===== src/rtl/fuse_rd_pkg.sv =====
package fuse_rd_pkg;
  localparam int RW = 32;

  localparam logic [7:0] OFS_CTRL   = 8'h00;
  localparam logic [7:0] OFS_RDATA  = 8'h04;
  localparam logic [7:0] OFS_WDATA  = 8'h08;
  localparam logic [7:0] OFS_INDEX  = 8'h0C;
  localparam logic [7:0] OFS_MODE   = 8'h10;
  localparam logic [7:0] OFS_STATUS = 8'h14;
  localparam logic [7:0] OFS_UNIT   = 8'h40;

  localparam int MODE_PGM_BIT = 0;
  localparam int MODE_RD_BIT  = 1;
  localparam int MODE_CLR_BIT = 2;

  localparam int ST_PGM_BUSY = 0;
  localparam int ST_RD_BUSY  = 1;
  localparam int ST_STANDBY  = 2;
  localparam int ST_PROT     = 3;
  localparam int ST_DONE     = 4;

  localparam int UNIT_EN_BIT = 6;
endpackage


===== src/rtl/fuse_rom.sv =====
module fuse_rom #(
  parameter int          NBLK = 32,
  parameter int          DW   = 16,
  parameter logic [15:0] SEED = 16'hA5C3,
  localparam int         IW   = $clog2(NBLK)
) (
  input  logic [IW-1:0] idx_i,
  output logic [DW-1:0] word_o
);
  logic [DW-1:0] words [NBLK];

  for (genvar i = 0; i < NBLK; i++) begin : g_word
    assign words[i] = DW'(SEED) + DW'(i * 32'h0425);
  end

  assign word_o = words[idx_i];
endmodule


===== src/rtl/fuse_rd_seq.sv =====
module fuse_rd_seq #(
  parameter int NBLK = 32,
  parameter int DW   = 16,
  parameter int LAT  = 6,
  localparam int IW  = $clog2(NBLK),
  localparam int CW  = $clog2(LAT + 1)
) (
  input  logic          clk_i,
  input  logic          rst_ni,
  input  logic          start_i,
  input  logic          clr_i,
  input  logic          en_i,
  input  logic [IW-1:0] idx_i,
  input  logic [DW-1:0] rom_word_i,
  output logic [IW-1:0] rom_idx_o,
  output logic          busy_o,
  output logic          done_o,
  output logic [DW-1:0] data_o
);
  logic          busy_q, done_q;
  logic [CW-1:0] cnt_q;
  logic [IW-1:0] idx_q;
  logic [DW-1:0] data_q;
  logic          accept, finish;

  assign accept = start_i && en_i && !busy_q;
  assign finish = busy_q && (cnt_q == '0);

  always_ff @(posedge clk_i or negedge rst_ni) begin
    if (!rst_ni) begin
      busy_q <= 1'b0;
      cnt_q  <= '0;
      idx_q  <= '0;
    end else if (accept) begin
      busy_q <= 1'b1;
      cnt_q  <= CW'(LAT - 1);
      idx_q  <= idx_i;            // snapshot, later index writes do not matter
    end else if (finish) begin
      busy_q <= 1'b0;
    end else if (busy_q) begin
      cnt_q  <= cnt_q - 1'b1;
    end
  end

  always_ff @(posedge clk_i or negedge rst_ni) begin
    if (!rst_ni) begin
      done_q <= 1'b0;
      data_q <= '0;
    end else begin
      if (finish) data_q <= rom_word_i;
      if (finish)      done_q <= 1'b1;   // completion beats a same-cycle clear
      else if (clr_i)  done_q <= 1'b0;
    end
  end

  assign rom_idx_o = idx_q;
  assign busy_o    = busy_q;
  assign done_o    = done_q;
  assign data_o    = data_q;

  // checker: length of each busy window
  logic [CW:0] chk_len;
  always_ff @(posedge clk_i or negedge rst_ni) begin
    if (!rst_ni)     chk_len <= '0;
    else if (busy_q) chk_len <= chk_len + 1'b1;
    else             chk_len <= '0;
  end

  p_busy_len_r6: assert property (@(posedge clk_i) disable iff (!rst_ni)
    $fell(busy_q) |-> (chk_len == (CW+1)'(LAT)));

  p_done_rise_r6: assert property (@(posedge clk_i) disable iff (!rst_ni)
    $rose(done_q) |-> $past(busy_q));

  p_done_sticky_r8: assert property (@(posedge clk_i) disable iff (!rst_ni)
    (done_q && !clr_i) |=> done_q);

  p_data_hold_r7: assert property (@(posedge clk_i) disable iff (!rst_ni)
    !busy_q |=> $stable(data_q));
endmodule


===== src/rtl/fuse_rd_regs.sv =====
module fuse_rd_regs
  import fuse_rd_pkg::*;
#(
  parameter int AW = 8,
  parameter int IW = 5,
  parameter int DW = 16
) (
  input  logic          clk_i,
  input  logic          rst_ni,
  input  logic          wr_en_i,
  input  logic [AW-1:0] addr_i,
  input  logic [RW-1:0] wdata_i,
  input  logic          busy_i,
  input  logic          done_i,
  input  logic [DW-1:0] data_i,
  output logic          en_o,
  output logic [IW-1:0] idx_o,
  output logic          start_o,
  output logic          clr_o,
  output logic [RW-1:0] rdata_o
);
  logic          en_q;
  logic [IW-1:0] idx_q;
  logic          unused_wdata;

  assign unused_wdata = ^wdata_i;

  always_ff @(posedge clk_i or negedge rst_ni) begin
    if (!rst_ni) begin
      en_q  <= 1'b0;
      idx_q <= '0;
    end else if (wr_en_i) begin
      if (addr_i == AW'(OFS_UNIT))  en_q  <= wdata_i[UNIT_EN_BIT];
      if (addr_i == AW'(OFS_INDEX)) idx_q <= wdata_i[IW-1:0];
    end
  end

  // mode bits are pulses, nothing is stored
  assign start_o = wr_en_i && (addr_i == AW'(OFS_MODE)) && wdata_i[MODE_RD_BIT];
  assign clr_o   = wr_en_i && (addr_i == AW'(OFS_MODE)) && wdata_i[MODE_CLR_BIT];

  always_comb begin
    rdata_o = '0;
    unique case (addr_i)
      AW'(OFS_RDATA):  rdata_o[DW-1:0] = data_i;
      AW'(OFS_INDEX):  rdata_o[IW-1:0] = idx_q;
      AW'(OFS_UNIT):   rdata_o[UNIT_EN_BIT] = en_q;
      AW'(OFS_STATUS): begin
        rdata_o[ST_RD_BUSY] = busy_i;
        rdata_o[ST_STANDBY] = !busy_i;
        rdata_o[ST_DONE]    = done_i;
      end
      default: rdata_o = '0;
    endcase
  end

  assign en_o  = en_q;
  assign idx_o = idx_q;

  p_mode_reads_zero_r3: assert property (@(posedge clk_i) disable iff (!rst_ni)
    (addr_i == AW'(OFS_MODE)) |-> (rdata_o == '0));
endmodule


===== src/rtl/fuse_rd_ctrl.sv =====
module fuse_rd_ctrl
  import fuse_rd_pkg::*;
#(
  parameter int          AW   = 8,
  parameter int          NBLK = 32,
  parameter int          DW   = 16,
  parameter int          LAT  = 6,
  parameter logic [15:0] SEED = 16'hA5C3
) (
  input  logic          clk_i,
  input  logic          rst_ni,
  input  logic          wr_en_i,
  input  logic [AW-1:0] addr_i,
  input  logic [31:0]   wdata_i,
  output logic [31:0]   rdata_o
);
  localparam int IW = $clog2(NBLK);

  logic          en, start, clr, busy, done;
  logic [IW-1:0] idx, rom_idx;
  logic [DW-1:0] rom_word, data;

  fuse_rd_regs #(.AW(AW), .IW(IW), .DW(DW)) u_regs (
    .clk_i, .rst_ni, .wr_en_i, .addr_i, .wdata_i,
    .busy_i(busy), .done_i(done), .data_i(data),
    .en_o(en), .idx_o(idx), .start_o(start), .clr_o(clr), .rdata_o
  );

  fuse_rd_seq #(.NBLK(NBLK), .DW(DW), .LAT(LAT)) u_seq (
    .clk_i, .rst_ni, .start_i(start), .clr_i(clr), .en_i(en),
    .idx_i(idx), .rom_word_i(rom_word), .rom_idx_o(rom_idx),
    .busy_o(busy), .done_o(done), .data_o(data)
  );

  fuse_rom #(.NBLK(NBLK), .DW(DW), .SEED(SEED)) u_rom (
    .idx_i(rom_idx), .word_o(rom_word)
  );

  p_idle_start_ignored_r5: assert property (@(posedge clk_i) disable iff (!rst_ni)
    (wr_en_i && addr_i == AW'(OFS_MODE) && wdata_i[MODE_RD_BIT] &&
     !wdata_i[MODE_CLR_BIT] && !en && !busy) |=> (!busy && $stable(done)));
endmodule


===== config.mk =====
export PLATFORM = sky130hd
export DESIGN_NAME = fuse_rd_ctrl
export DESIGN_NICKNAME = d
export VERILOG_FILES = /design/src/rtl/fuse_rd_pkg.sv /design/src/rtl/fuse_rom.sv /design/src/rtl/fuse_rd_seq.sv /design/src/rtl/fuse_rd_regs.sv /design/src/rtl/fuse_rd_ctrl.sv
export SDC_FILE = /design/constraint.sdc
export NUM_CORES = 1
export LEC_CHECK = 0
export BUFFER_PORTS_ARGS = -buffer_cell sky130_fd_sc_hd__clkbuf_2
export CORE_MARGIN = 5
export CORE_UTILIZATION = 30
export CTS_BUF_LIST = sky130_fd_sc_hd__clkbuf_4
export CTS_CLUSTER_SIZE = 10
export DETAILED_ROUTE_END_ITERATION = 8
export PLACE_DENSITY_LB_ADDON = 0.08
export SETUP_SLACK_MARGIN = 0.15
export SLEW_MARGIN = 40
export SYNTH_ARGS = -nofsm -noshare
export SYNTH_HDL_FRONTEND = slang
export SYNTH_HIERARCHICAL = 1
export SYNTH_SLANG_ARGS = --single-unit

===== constraint.sdc =====
create_clock -name clk_i -period 2.3 [get_ports clk_i]
set_input_delay 0.46 -clock clk_i [delete_from_list [all_inputs] [get_ports clk_i]]
set_output_delay 0.46 -clock clk_i [all_outputs]
set_load 0.05 [all_outputs]

### Yosys cells after proc, flatten, opt, wreduce, memory -nomap -nowiden

Memories as Yosys holds them, arrays and structs flattened. A register that Yosys moved wholly into a read port is not among the register bits.
Index checks and enable logic that the tools add are counted.

* bits in registers: 16
* bits in read-only memories: 512
* output and inout bits: 32
* memories kept: 1

Memories
* (name not given): depth 32, width 16, read ports 1, clocked after memory_dff 1, wr ports 0, line fuse_rom.sv:16 `assign word_o = words[idx_i];`

* $add $sub $neg: 1
* eq/ne operators: 6
* muxes and demuxes: 14
* bitwise logic cells: 1
* reduce and logical (&&, ||, !) cells: 15

Operator list (count)
* equality test 8 x 5 -> 1 bit (second input constant): 2
* 2-to-1 mux 3 bit: 3
* 2-to-1 mux 9 bit: 1
* equality test 8 x 3 -> 1 bit (second input constant): 1
* equality test 8 x 4 -> 1 bit (second input constant): 1
* equality test 8 x 7 -> 1 bit (second input constant): 1
* logical AND 1 bit: 6
* NOT 5 -> 6 bit: 1
* one-hot mux 1 bit (2 select lines): 3
* one-hot mux 2 bit (3 select lines): 1
* AND reduction 2 bit: 3
* nonzero test 2 bit: 3
* 2-to-1 mux 1 bit: 5
* logical NOT 3 bit: 1
* one-hot mux 1 bit (3 select lines): 1
* subtractor 3 x 1 -> 3 bit (second input constant): 1
* logical NOT 1 bit: 2
* != test 2 x 1 -> 1 bit (second input constant): 1

### Depth between registers and ports, before layout

* depth after elaboration: 7
* mapped depth: 8
* depth with buffers taken out: 7

### Modules after synthesis

Netlist, hierarchy kept.

Modules (own cells, without submodules)
* fuse_rd_seq: instances 1, cells an instance 70, area each 1082.3 µm²
* fuse_rd_regs: instances 1, cells an instance 76, area each 695.7 µm²
* fuse_rom: instances 1, cells an instance 76, area each 538.0 µm²

### Least setup slack after synthesis

No wires, ideal clock.

* path kind: in2out
* start point: input addr_i[1]
* end point: output rdata_o[1]
* data arrival time: 1838 ps
* required time: 1840 ps
* setup slack: 2 ps
* stages: 4
* path through: nor4b_2 clkbuf_1 a32oi_1 nor2_1

* longest elaborated chain between the ends: 2
* elaborated cells between the ends (all ways): 4
* classes of those cells: eq/ne: 3; mux: 1

Ends and longest elaborated chain
* start, declared: line fuse_rd_ctrl.sv:13 `input logic [AW-1:0] addr_i,`
* equality test 8 x 5 -> 1 bit (tied with other cells): line fuse_rd_regs.sv:44 `unique case (addr_i)`
* one-hot mux 2 bit (3 select lines) *: line fuse_rd_regs.sv:44
* end, declared: line fuse_rd_ctrl.sv:15 `output logic [31:0] rdata_o`

Mark *: on every way between the ends. The rest lies on a longest branch, timed or not.

### Worst setup path in the final report

* start point: register u_seq.busy_q (netlist: u_seq/busy_o)
* end point: output rdata_o[1]

* longest elaborated chain between the ends: 1

Ends and longest elaborated chain
* start, declared: line fuse_rd_seq.sv:20 `logic busy_q, done_q;`
* start signal, assigned: line fuse_rd_seq.sv:31 `busy_q <= 1'b0;`
* start signal, assigned: line fuse_rd_seq.sv:35 `busy_q <= 1'b1;`
* start signal, assigned: line fuse_rd_seq.sv:39 `busy_q <= 1'b0;`
* one-hot mux 2 bit (3 select lines): line fuse_rd_regs.sv:44

Every way passes these cells.

==> flow_summary.yaml <==
run_status:
  status: "complete, no violations"
clock_network:
  clock_path_buffers: 2
  clock_latency_ns: 0.35
  hold_buffers: 0
  clock_sinks: 32
  clk_pin_slew_ns: 0.11
  cts_buffers: 5
  cts_root_buf: "clkbuf_4"
  htree_levels: 2
  cts_tree: "done"
worst_setup_path:
  cp_top_family: "flip-flops"
  r2r_end: "u_seq/data_o[6]"
  critPathBufInv: 1
  path_cells: "mux2_1 -> a32oi_1 -> nor2_2 -> clkbuf_2"
  critPathLaunchType: "flop"
  crit_arrival_ns: 1.54
  r2r-start: "u_seq/rom_idx_o[1]"
  required_ns: 1.84
  ff2ff_path_depth: 6
  end_kind: "primary output"
  critPathSlowestCell: "dfrtp_1"
  path_max_fanout: 2
  max_stage_delay_ns: 0.41
  reg2reg_slack_ns: 0.35
  crit_type: "reg2out"
placed_design:
  dp_cells: 353
  gp_congestion: 0.761
  dp_hpwl_um: 3930
  port_buffers: 32
  pre_cts_ws_ns: 0.167
  placed_cell_area_sq_mm: 0.00274
synth:
  synth_ff_type: "dfrtp_1"
  synth_area_sq_mm: 0.00232
  ys_ff_latch: 32
  yosysTopAreaCell: "dfrtp_1"
  ys_types: 49
  yosys_warnings: 6
  synth_edf_count: 0
  syn_inst: 222
  synth_top_area_share_pct: 34.6
  synth_area_per_cell_sq_um: 10.4
  seq_area_frac_synth_pct: 34.6
  yosys-top-cells-area: "dfrtp_1, mux2_4, ha_1"
  ys_async_sr_fraction_pct: 100
grt:
  overflow: 0
  grt_start_max_net_pins: 33
  grt_use_met1_pct: 15.5
  grt_usage_pct: 11.3
  antenna_found_initial: 0
  grt_util_met3_pct: 2.93
  grt_pass1_wl_um: 8700
  busiest_layer: "met2"
  grt_pass1_vias: 1681
  grt.met2_usage_pct: 17.6
sta:
  skew_ns: 0.00578
  rsz0062_at_grt: "false"
  worst_slack_ns: 0.298
  finalSetupTns_ns: 0
  finalSetupViolations: 0
  post-route-min-period_ns: 2.00
  finalMaxSlewViolations: 0
  max_slew.worst_pin.slew_ns: 0.564
  period_share_pct: 87.0
  relSlewSlack_pct: 62.4
  max_freq_mhz: 500
  hold_violations: 0
  hold_slack_ns: 0.0754
worst_hold_path:
  min_path_type: "in2async"
flow_run:
  maxCapViolCount: 0
power_and_ir_drop:
  power_leakage_nw: 1.33
  p_per_area_mw_per_mm2: 406
  peakVddDrop_mv: 0.166
routing:
  ant_nets: 0
  vias: 1669
  dr.first_iter.drc_count: 71
  avgRoutedWirePerCell_um: 14.3
  viasPerCell: 4.61
  wirelength_um: 5190
  drc: 0
  drt_pass1_iterations: 5
layout:
  drive_above_1_share_pct: 33.8
  nNetsFinal: 316
  fillers: 794
  final_common_cell: "dfrtp_1"
  stdcell_area_sq_mm: 0.00285
  final_cell_mix: "dfrtp_1, clkbuf_2, conb_1"
  antenna_cells: 0
  finalNonFillerCells: 362
  synthToLayoutAreaGrowth_pct: 22.9
floorplanning:
  num_rows: 32
  core_area_sq_mm: 0.00761
  die_w_um: 97.9
  initial_core_util_pct: 30.4
  die_h_um: 97.9
  fp.dieArea_sq_mm: 0.00958
  top_level_ports: 75
==> metrics by stage <==
| step | total power, mW | utilization [%] |
|---|---|---|
| floorplan | 0.690 | - |
| global placement | 0.711 | 36.0 |
| detailed placement | 0.711 | 36.0 |
| CTS | 1.17 | 37.1 |
| global route | 1.21 | 37.4 |
| finish | 1.15 | 37.4 |
==> sequential cells by signal, indices dropped and copies added, names as in the netlist <==
| register | count |
|---|---|
| u_seq/rom_idx_o | 5 |
| u_regs/idx_o | 5 |
| u_seq/busy_o | 1 |
| u_seq/cnt_q | 3 |
| u_seq/data_o | 16 |
| u_regs/en_o | 1 |
| u_seq/done_o | 1 |
==> routing by layer <==
metal | vias up | routed length (um)
met2 | 22 | 2480
met3 | 5 | 189
met1 | 810 | 2460
met4 | 0 | 64
li1 | 832 | -
met5 | - | 0
==> what timing repair did <==
action                     in CTS  in global routing
gates resized for setup         0                  1
setup endpoints to repair       0                  1
buffers inserted                0                  1
==> worst max-delay path by stage <==
stage / from / to / slack [ns] / cells after the start
floorplan: addr_i[1] / rdata_o[0] / 0.18 / 3
global placement: addr_i[1] / u_seq/rom_idx_o[0] / 0.15 / 6
detailed placement: addr_i[1] / u_seq/rom_idx_o[1] / 0.17 / 6
CTS: addr_i[1] / rdata_o[2] / 0.24 / 6
global route: u_seq/rom_idx_o[1] / u_seq/data_o[6] / 0.20 / 6
finish: u_seq/busy_o / rdata_o[1] / 0.30 / 4
==> layout make-up <==
| cell class | count | area, sq um | share of cell area (%) |
|---|---|---|---|
| Timing Repair Buffer | 41 | 438 | 15.4 |
| Clock inverter | 2 | 35.0 | 1.23 |
| Inverter | 13 | 48.8 | 1.72 |
| Tap cell | 102 | 128 | 4.49 |
| Sequential cell | 32 | 801 | 28.1 |
| Clock buffer | 6 | 45.0 | 1.58 |
| Multi-Input combinational cell | 166 | 1350 | 47.4 |
==> cell usage after synthesis (3+ instances only) <==
cell type,number
nand2_1,10
a21oi_1,7
nand3b_1,3
nor2_1,9
mux2_4,14
dfrtp_1,32
mux2i_1,4
buf_6,3
xnor2_1,5
o21ai_0,14
buf_2,5
mux2_1,3
buf_4,16
ha_1,14
nor3_1,3
inv_1,11
nor2b_1,4
mux2_2,13
o21ai_1,4
and3_1,11
==> cells by family (layout without fill, tap and decap cells) <==
family                   Yosys count  after routing  synth area share, %
buffers and inverters             39             62                 10.2
XOR/XNOR                           6              6                 2.27
flip-flops                        32             32                 34.6
adder cells (fa/ha/maj)           14             14                 7.56
AND/OR/NAND/NOR                   53             53                 14.5
AO/OA/AOI/OAI                     42             42                 11.2
multiplexers                      35             35                 19.6
other                              1             16                0.162
==> power by group <==
part	switching (mW)	leakage (nW)	total, mW	internal [mW]
Sequential	0.00590	0.399	0.574	0.568
Clock	0.213	0.0456	0.452	0.240
Combinational	0.0980	0.887	0.128	0.0297
Total	0.317	1.33	1.15	0.837
(Power assumes the default switching activity.)
